## config.mk

```make
export PLATFORM = sky130hd
export DESIGN_NAME = split_decade_counter
export DESIGN_NICKNAME = d
export VERILOG_FILES = /design/src/rtl/split_decade_pkg.sv /design/src/rtl/strobe_fall_det.sv /design/src/rtl/modn_stage.sv /design/src/rtl/split_decade_counter.sv
export SDC_FILE = /design/constraint.sdc
export NUM_CORES = 1
export LEC_CHECK = 0
export BUFFER_PORTS_ARGS = -buffer_cell sky130_fd_sc_hd__buf_2
export CAP_MARGIN = 30
export CORE_AREA = 3 3 40 42
export CTS_BUF_LIST = sky130_fd_sc_hd__clkbuf_8
export DETAILED_ROUTE_END_ITERATION = 12
export DIE_AREA = 0 0 43 45
export SYNTH_ARGS = -nofsm -noshare
export SYNTH_HDL_FRONTEND = slang
export SYNTH_SLANG_ARGS = --single-unit
```

## constraint.sdc

```tcl
create_clock -name clk_i -period 1 [get_ports clk_i]
set_input_delay 0.25 -clock clk_i [delete_from_list [all_inputs] [get_ports clk_i]]
set_output_delay 0.25 -clock clk_i [all_outputs]
set_load 0.02 [all_outputs]
```

## src/rtl/split_decade_pkg.sv

```systemverilog
package split_decade_pkg;
  typedef enum logic {
    MODE_BCD = 1'b0,
    MODE_BIQ = 1'b1
  } cascade_mode_e;
endpackage

```

## src/rtl/strobe_fall_det.sv

```systemverilog
module strobe_fall_det (
  input  logic clk_i,
  input  logic rst_ni,
  input  logic strobe_i,
  output logic fall_o
);
  logic prev_q;

  always_ff @(posedge clk_i or negedge rst_ni)
    if (!rst_ni) prev_q <= 1'b0;
    else         prev_q <= strobe_i;

  assign fall_o = prev_q & ~strobe_i;
endmodule

```

## src/rtl/modn_stage.sv

```systemverilog
// Modulo-MOD stage; any value >= MOD-1 wraps to zero on advance.
// carry_o pulses one clock after a wrap (the top bit falling).
module modn_stage #(
  parameter int MOD = 5,
  localparam int W  = (MOD > 2) ? $clog2(MOD) : 1
) (
  input  logic         clk_i,
  input  logic         rst_ni,
  input  logic         load_i,
  input  logic [W-1:0] load_val_i,
  input  logic         adv_i,
  output logic [W-1:0] val_o,
  output logic         carry_o
);
  localparam logic [W-1:0] LAST = W'(MOD - 1);

  logic [W-1:0] val_q;
  logic         wrap;

  assign wrap = val_q >= LAST;

  always_ff @(posedge clk_i or negedge rst_ni) begin
    if (!rst_ni) begin
      val_q   <= '0;
      carry_o <= 1'b0;
    end else if (load_i) begin
      val_q   <= load_val_i;
      carry_o <= 1'b0;
    end else begin
      carry_o <= adv_i & wrap;
      if (adv_i) val_q <= wrap ? '0 : val_q + W'(1);
    end
  end

  assign val_o = val_q;
endmodule

```

## src/rtl/split_decade_counter.sv

```systemverilog
module split_decade_counter
  import split_decade_pkg::*;
#(
  parameter int LO_MOD = 2,
  parameter int HI_MOD = 5,
  localparam int LO_W  = (LO_MOD > 2) ? $clog2(LO_MOD) : 1,
  localparam int HI_W  = (HI_MOD > 2) ? $clog2(HI_MOD) : 1,
  localparam int CNT_W = LO_W + HI_W
) (
  input  logic             clk_i,
  input  logic             rst_ni,
  input  logic             load_ni,
  input  logic [CNT_W-1:0] data_i,
  input  logic             mode_i,
  input  logic             strobe_a_i,
  input  logic             strobe_b_i,
  output logic [CNT_W-1:0] count_o
);
  cascade_mode_e mode;
  logic fall_a, fall_b;
  logic carry_lo, carry_hi;
  logic adv_lo, adv_hi;
  logic [LO_W-1:0] lo_val;
  logic [HI_W-1:0] hi_val;
  logic load;

  assign mode = cascade_mode_e'(mode_i);
  assign load = ~load_ni;

  strobe_fall_det i_fall_a (
    .clk_i, .rst_ni, .strobe_i(strobe_a_i), .fall_o(fall_a)
  );
  strobe_fall_det i_fall_b (
    .clk_i, .rst_ni, .strobe_i(strobe_b_i), .fall_o(fall_b)
  );

  // Each mode routes one external strobe; the other stage runs off the internal carry.
  assign adv_lo = (mode == MODE_BCD) ? fall_a   : carry_hi;
  assign adv_hi = (mode == MODE_BCD) ? carry_lo : fall_b;

  modn_stage #(.MOD(LO_MOD)) i_lo (
    .clk_i, .rst_ni, .load_i(load), .load_val_i(data_i[LO_W-1:0]),
    .adv_i(adv_lo), .val_o(lo_val), .carry_o(carry_lo)
  );
  modn_stage #(.MOD(HI_MOD)) i_hi (
    .clk_i, .rst_ni, .load_i(load), .load_val_i(data_i[CNT_W-1:LO_W]),
    .adv_i(adv_hi), .val_o(hi_val), .carry_o(carry_hi)
  );

  assign count_o = {hi_val, lo_val};
endmodule

```

==> results.json, run 1 <==
{
  "outcome": "finished, violations left",
  "violations": "negative setup slack",
  "layout_commonest_cell": "buf_2",
  "synthCells": 39,
  "fin_util_pct": 49.9,
  "antenna_found_initial": 0,
  "grt_pass1_vias": 351,
  "seqPwrFrac_pct": 38.1,
  "grt_max_degree": 9,
  "clk-insertion-delay-late_ns": 0.23,
  "synth.avg_cell_area_um2": 10.5,
  "place.port_buffers": 13,
  "seq_area_frac_synth_pct": 48.9,
  "gp_congestion": 0.733,
  "whs_ns": 0.143,
  "wire_per_inst_um": 12.3,
  "cellPowerDensity_nw_per_um2": 1510,
  "drc": 0,
  "ys_seq_elements": 8,
  "grt-ovfl-total": 0,
  "cts_buffers": 3,
  "power_leakage_nw": 0.316,
  "maxCapViolations": 0,
  "rows": 13,
  "cts_tree": "done",
  "switchingPower_mw": 0.244,
  "setup.worst_path.class": "reg2out",
  "cts_buffer_depth": 2,
  "synthFlopType": "dfrtp_1",
  "combPwrFrac_pct": 22.4,
  "dieArea_um2": 1940,
  "synth_edf_count": 0,
  "clock-sinks": 8,
  "layout_common_cells": "buf_2 (9), dfrtp_1 (6), buf_6 (5), buf_4 (5)",
  "viasPerCell": 4.67,
  "wirelength_um": 936,
  "crit_required_ns": 0.75,
  "grt_setup_unrepaired": "true",
  "yosysWarnings": 0,
  "power.internal_mw": 0.723,
  "fin_skew_ns": 0.00229,
  "setup_viol": 5,
  "cp.arrival_ns": 0.89,
  "antenna_left": 0,
  "core_um2": 1280,
  "first_iter_violations": 2,
  "nets": 75,
  "grt_pass1_wl_um": 1410,
  "maxSlewViolCount": 0,
  "period_needed_ns": 1.14,
  "dr.pass1.iters": 4,
  "end_kind": "output pin",
  "synth-async-reset-ratio_pct": 100,
  "layout_setup_ws_ns": -0.139,
  "die_y_um": 45,
  "cts_root_buf": "clkbuf_8",
  "switching_share_pct": 25.2,
  "timing.fmax_mhz": 878,
  "ios": 14,
  "vias": 355,
  "die_w_um": 43,
  "htree_num_levels": 1,
  "synth_cell_types": 17,
  "hold_violations": 0,
  "syn2layout_area_growth_pct": 56.6,
  "fin_crit_sh_pct": 114,
  "synth_area_um2": 409,
  "total_power_mw": 0.967,
  "cp_max_fo": 3,
  "clk_pin_slew_ns": 0.04,
  "hp-class": "in2reg",
  "grtUsageTotal_pct": 10.3,
  "maxSlewHeadroom_pct": 84.4,
  "cp-start-kind": "flip-flop",
  "ir_drop_v": 0.00108,
  "drive_gt1_share_pct": 57.4,
  "p_clk_share_pct": 39.5,
  "diodes": 0,
  "start_util_pct": 31.8,
  "dp_hpwl_um": 630,
  "synth_nets": 51,
  "worstMarginPinSlew_ns": 0.233
}
## repair_timing
action,in CTS,in global routing
endpoints found under the hold margin,8,0
hold buffers,1,0
endpoints found under the setup margin,8,8
setup buffers,3,0
pin swaps,3,1
resized for setup,9,5
## flip-flops by register name, indices dropped and copies added (netlist names)
| name | cells |
|---|---|
| i_lo.val_o | 1 |
| i_fall_b.prev_q | 1 |
| i_fall_a.prev_q | 1 |
| i_lo.carry_o | 1 |
| i_hi.carry_o | 1 |
| i_hi.val_o | 3 |
## final cells by class
class                   count  area (um2)
clock buffers               3        41.3
well taps                  15        18.8
fillers                   125         644
flip-flops and latches      8         203
inverters                   5        18.8
multi-input cells          25         210
repair buffers             20         149
## through the flow
stage,setup TNS (ns),worst slack [ns],instances,cell area [um2]
2_1_floorplan,-0.233,-0.178,39,424
3_3_place_gp,-0.359,-0.129,69,523
3_5_place_dp,-0.406,-0.133,69,523
4_1_cts,-0.513,-0.140,76,624
5_1_grt,-0.643,-0.162,76,641
6_report,-0.427,-0.139,76,641
## power groups by stage
stage                     sequential [mW]  clock, mW  combinational, mW
final                               0.369      0.382              0.216
after global routing                0.372      0.414              0.232
after CTS                           0.370      0.399              0.199
after detailed placement            0.378          0              0.149
after global placement              0.377          0              0.149
after floorplan                     0.391          0             0.0701
## synthesized netlist by cell type (2+ instances only)
master   n  area, um2
nor2_1   3       11.3
a211o_1  3       26.3
a21oi_1  4       20.0
inv_1    5       18.8
a31oi_1  3       18.8
nand2_1  2       7.51
dfrtp_1  8        200
ha_1     2       25.0
## critical path: stages, from the launching register on
cell,delay [ns]
dfrtp_2,0.42
buf_6,0.13
buf_6,0.12
## kinds of logic after synthesis
kind of cell             after synthesis  share of synthesized area, %
buffers and inverters                  6                          6.42
adder cells (fa/ha/maj)                2                          6.12
flip-flops                             8                          48.9
AND/OR/NAND/NOR                       10                          16.5
AO/OA/AOI/OAI                         13                          22.0
## final timing paths
kind                                            from                   endpoint  slack (ns)  cells after the start
min in group asynchronous                     rst_ni     i_lo.val_o$_DFFE_PN0P_        0.39                      2
min                                       strobe_b_i  i_fall_b.prev_q$_DFF_PN0_        0.14                      1
max in group asynchronous                     rst_ni  i_hi.val_o[0]$_DFFE_PN0P_        0.42                      2
max reg2reg                i_hi.val_o[1]$_DFFE_PN0P_  i_hi.val_o[1]$_DFFE_PN0P_       -0.13                      5
max                        i_hi.val_o[0]$_DFFE_PN0P_                 count_o[1]       -0.14                      2
min reg2reg                   i_lo.carry_o$_DFF_PN0_     i_hi.carry_o$_DFF_PN0_        0.60                      2
## routing by layer
layer	up-vias	wire length, um	global-route usage, %	part of all wire, %
li1	180	-	-	-
met1	164	436	10.9	47
met2	9	440	16.2	47
met3	2	51	6.77	5.4
met4	0	6	4.82	0.64
met5	-	0	0	0
Note: power is estimated with default switching activity, not from simulation.
==> run 2: changes to the inputs <==
- CTS_BUF_LIST: sky130_fd_sc_hd__clkbuf_8 -> sky130_fd_sc_hd__clkbuf_4
==> results.json, run 2 (synthesis results as in run 1) <==
{
  "outcome": "finished, violations left",
  "violations": "negative setup slack",
  "start_util_pct": 31.8,
  "largest_register_ff_count": 3,
  "htree_num_levels": 1,
  "cellPowerDensity_nw_per_um2": 1330,
  "place.port_buffers": 13,
  "num-fill-cells": 132,
  "multiInputGateArea_um2": 210,
  "critPathLaunch": "i_hi.val_o[0]$_DFFE_PN0P_",
  "grt_max_degree": 9,
  "cts_tree": "done",
  "slowest_delay_ns": 0.42,
  "core_um2": 1280,
  "layout_common_cells": "buf_2 (9), dfrtp_1 (6), buf_6 (5), buf_4 (5)",
  "dp_hpwl_um": 630,
  "grtUsageTotal_pct": 10.5,
  "cp.arrival_ns": 0.92,
  "first_iter_violations": 5,
  "dr.pass1.iters": 6,
  "grt_pass1_wl_um": 1410,
  "ios": 14,
  "layout_commonest_cell": "buf_2",
  "grt_pass1_vias": 349,
  "fin_crit_sh_pct": 117,
  "cts_buffers": 3,
  "die_y_um": 45,
  "clk_pin_slew_ns": 0.05,
  "antenna_found_initial": 0,
  "ir_drop_v": 0.000774,
  "dieArea_um2": 1940,
  "worst_path_max_delay_cell": "dfrtp_2",
  "diodes": 0,
  "grt_setup_unrepaired": "true",
  "clk-insertion-delay-late_ns": 0.26,
  "place_inst": 69,
  "nets": 75,
  "cts_buffer_depth": 2,
  "r2r_setup_slack_ns": -0.16,
  "syn2layout_area_growth_pct": 52.0,
  "end_kind": "output pin",
  "power_leakage_nw": 0.309,
  "hold_violations": 0,
  "crit_chain": "buf_6 -> buf_6",
  "layout_setup_ws_ns": -0.166,
  "crit_required_ns": 0.75,
  "cts_root_buf": "clkbuf_4",
  "reg2reg_from": "i_hi.val_o[1]$_DFFE_PN0P_",
  "maxSlewViolCount": 0,
  "seqCellArea_um2": 203,
  "clock-sinks": 8,
  "cpMostUsedCell": "buf_6",
  "gp_congestion": 0.733,
  "grt-ovfl-total": 0,
  "period_needed_ns": 1.17,
  "viasPerCell": 4.75,
  "worstMarginPinSlew_ns": 0.239,
  "vias": 361,
  "ff2ff_path_depth": 5,
  "setup_viol": 7,
  "wirelength_um": 978,
  "drc": 0,
  "drive_gt1_share_pct": 55.7,
  "setup.worst_path.class": "reg2out",
  "antenna_left": 0,
  "maxCapViolations": 0,
  "rr_endpoint": "i_hi.val_o[1]$_DFFE_PN0P_",
  "critPathCapture": "count_o[1]",
  "wire_per_inst_um": 12.9,
  "maxSlewHeadroom_pct": 84.0,
  "hp-class": "in2reg",
  "fin_skew_ns": 0.00526,
  "pre_cts_ws_ns": -0.133,
  "rows": 13,
  "fin_util_pct": 48.4,
  "instances_no_fill": 76,
  "die_w_um": 43,
  "cp_max_fo": 3,
  "cp-start-kind": "flip-flop",
  "timing.fmax_mhz": 858
}
==> run 2: cell counts in the layout (fill, tap and decap cells not counted) <==
No cell type changed its count.
==> run 2: what timing repair did <==
action	in CTS	in global routing
pin swaps	3	1
gates resized for setup	10	3
buffers inserted	3	0
endpoints found under the setup margin	8	8
hold buffers	1	0
endpoints found under the hold margin	8	0
==> run 2: worst min-delay path by stage <==
stage | startpoint | end | slack [ns] | cells past startpoint
2_1_floorplan | rst_ni | i_fall_a.prev_q$_DFF_PN0_ | -0.05 | 0
3_3_place_gp | rst_ni | i_fall_a.prev_q$_DFF_PN0_ | 0.11 | 1
3_5_place_dp | rst_ni | i_fall_a.prev_q$_DFF_PN0_ | 0.10 | 1
4_1_cts | strobe_b_i | i_fall_b.prev_q$_DFF_PN0_ | 0.10 | 1
5_1_grt | strobe_b_i | i_fall_b.prev_q$_DFF_PN0_ | 0.09 | 1
6_report | strobe_b_i | i_fall_b.prev_q$_DFF_PN0_ | 0.11 | 1
==> run 2: layout make-up <==
| class | count | area share (%) |
|---|---|---|
| clock buffers | 3 | 3.62 |
| inverters | 5 | 3.02 |
| multi-input cells | 25 | 33.8 |
| flip-flops and latches | 8 | 32.6 |
| well taps | 15 | 3.02 |
| repair buffers | 20 | 23.9 |
==> run 2: critical path, delay by kind of cell (launching register included) <==
family | cells | cell delay [ns]
flops | 1 | 0.42
buf+inv | 2 | 0.24
==> run 2: layer usage <==
metal / track usage, % / up-vias / routed length, um
li1: - / 181 / -
met1: 10.6 / 171 / 442
met2: 16.2 / 9 / 481
met3: 7.97 / 0 / 54
met4: 4.82 / 0 / 0
met5: 0 / - / 0
==> run 2: report_power, final <==
group          internal, mW  switching (mW)  total [mW]
Combinational         0.110           0.102       0.212
Clock                 0.137           0.112       0.249
Sequential            0.349          0.0202       0.369
Total                 0.596           0.234       0.830
==> run 2: metrics by stage <==
step | TNS, ns | hold slack [ns] | power [mW] | instance area, um2
after floorplan | -0.233 | -0.0456 | 0.461 | 424
after global routing | -0.890 | 0.0912 | 0.884 | 622
final | -0.605 | 0.114 | 0.830 | 622
after global placement | -0.359 | 0.106 | 0.526 | 523
after detailed placement | -0.406 | 0.105 | 0.526 | 523
after CTS | -0.662 | 0.105 | 0.830 | 609
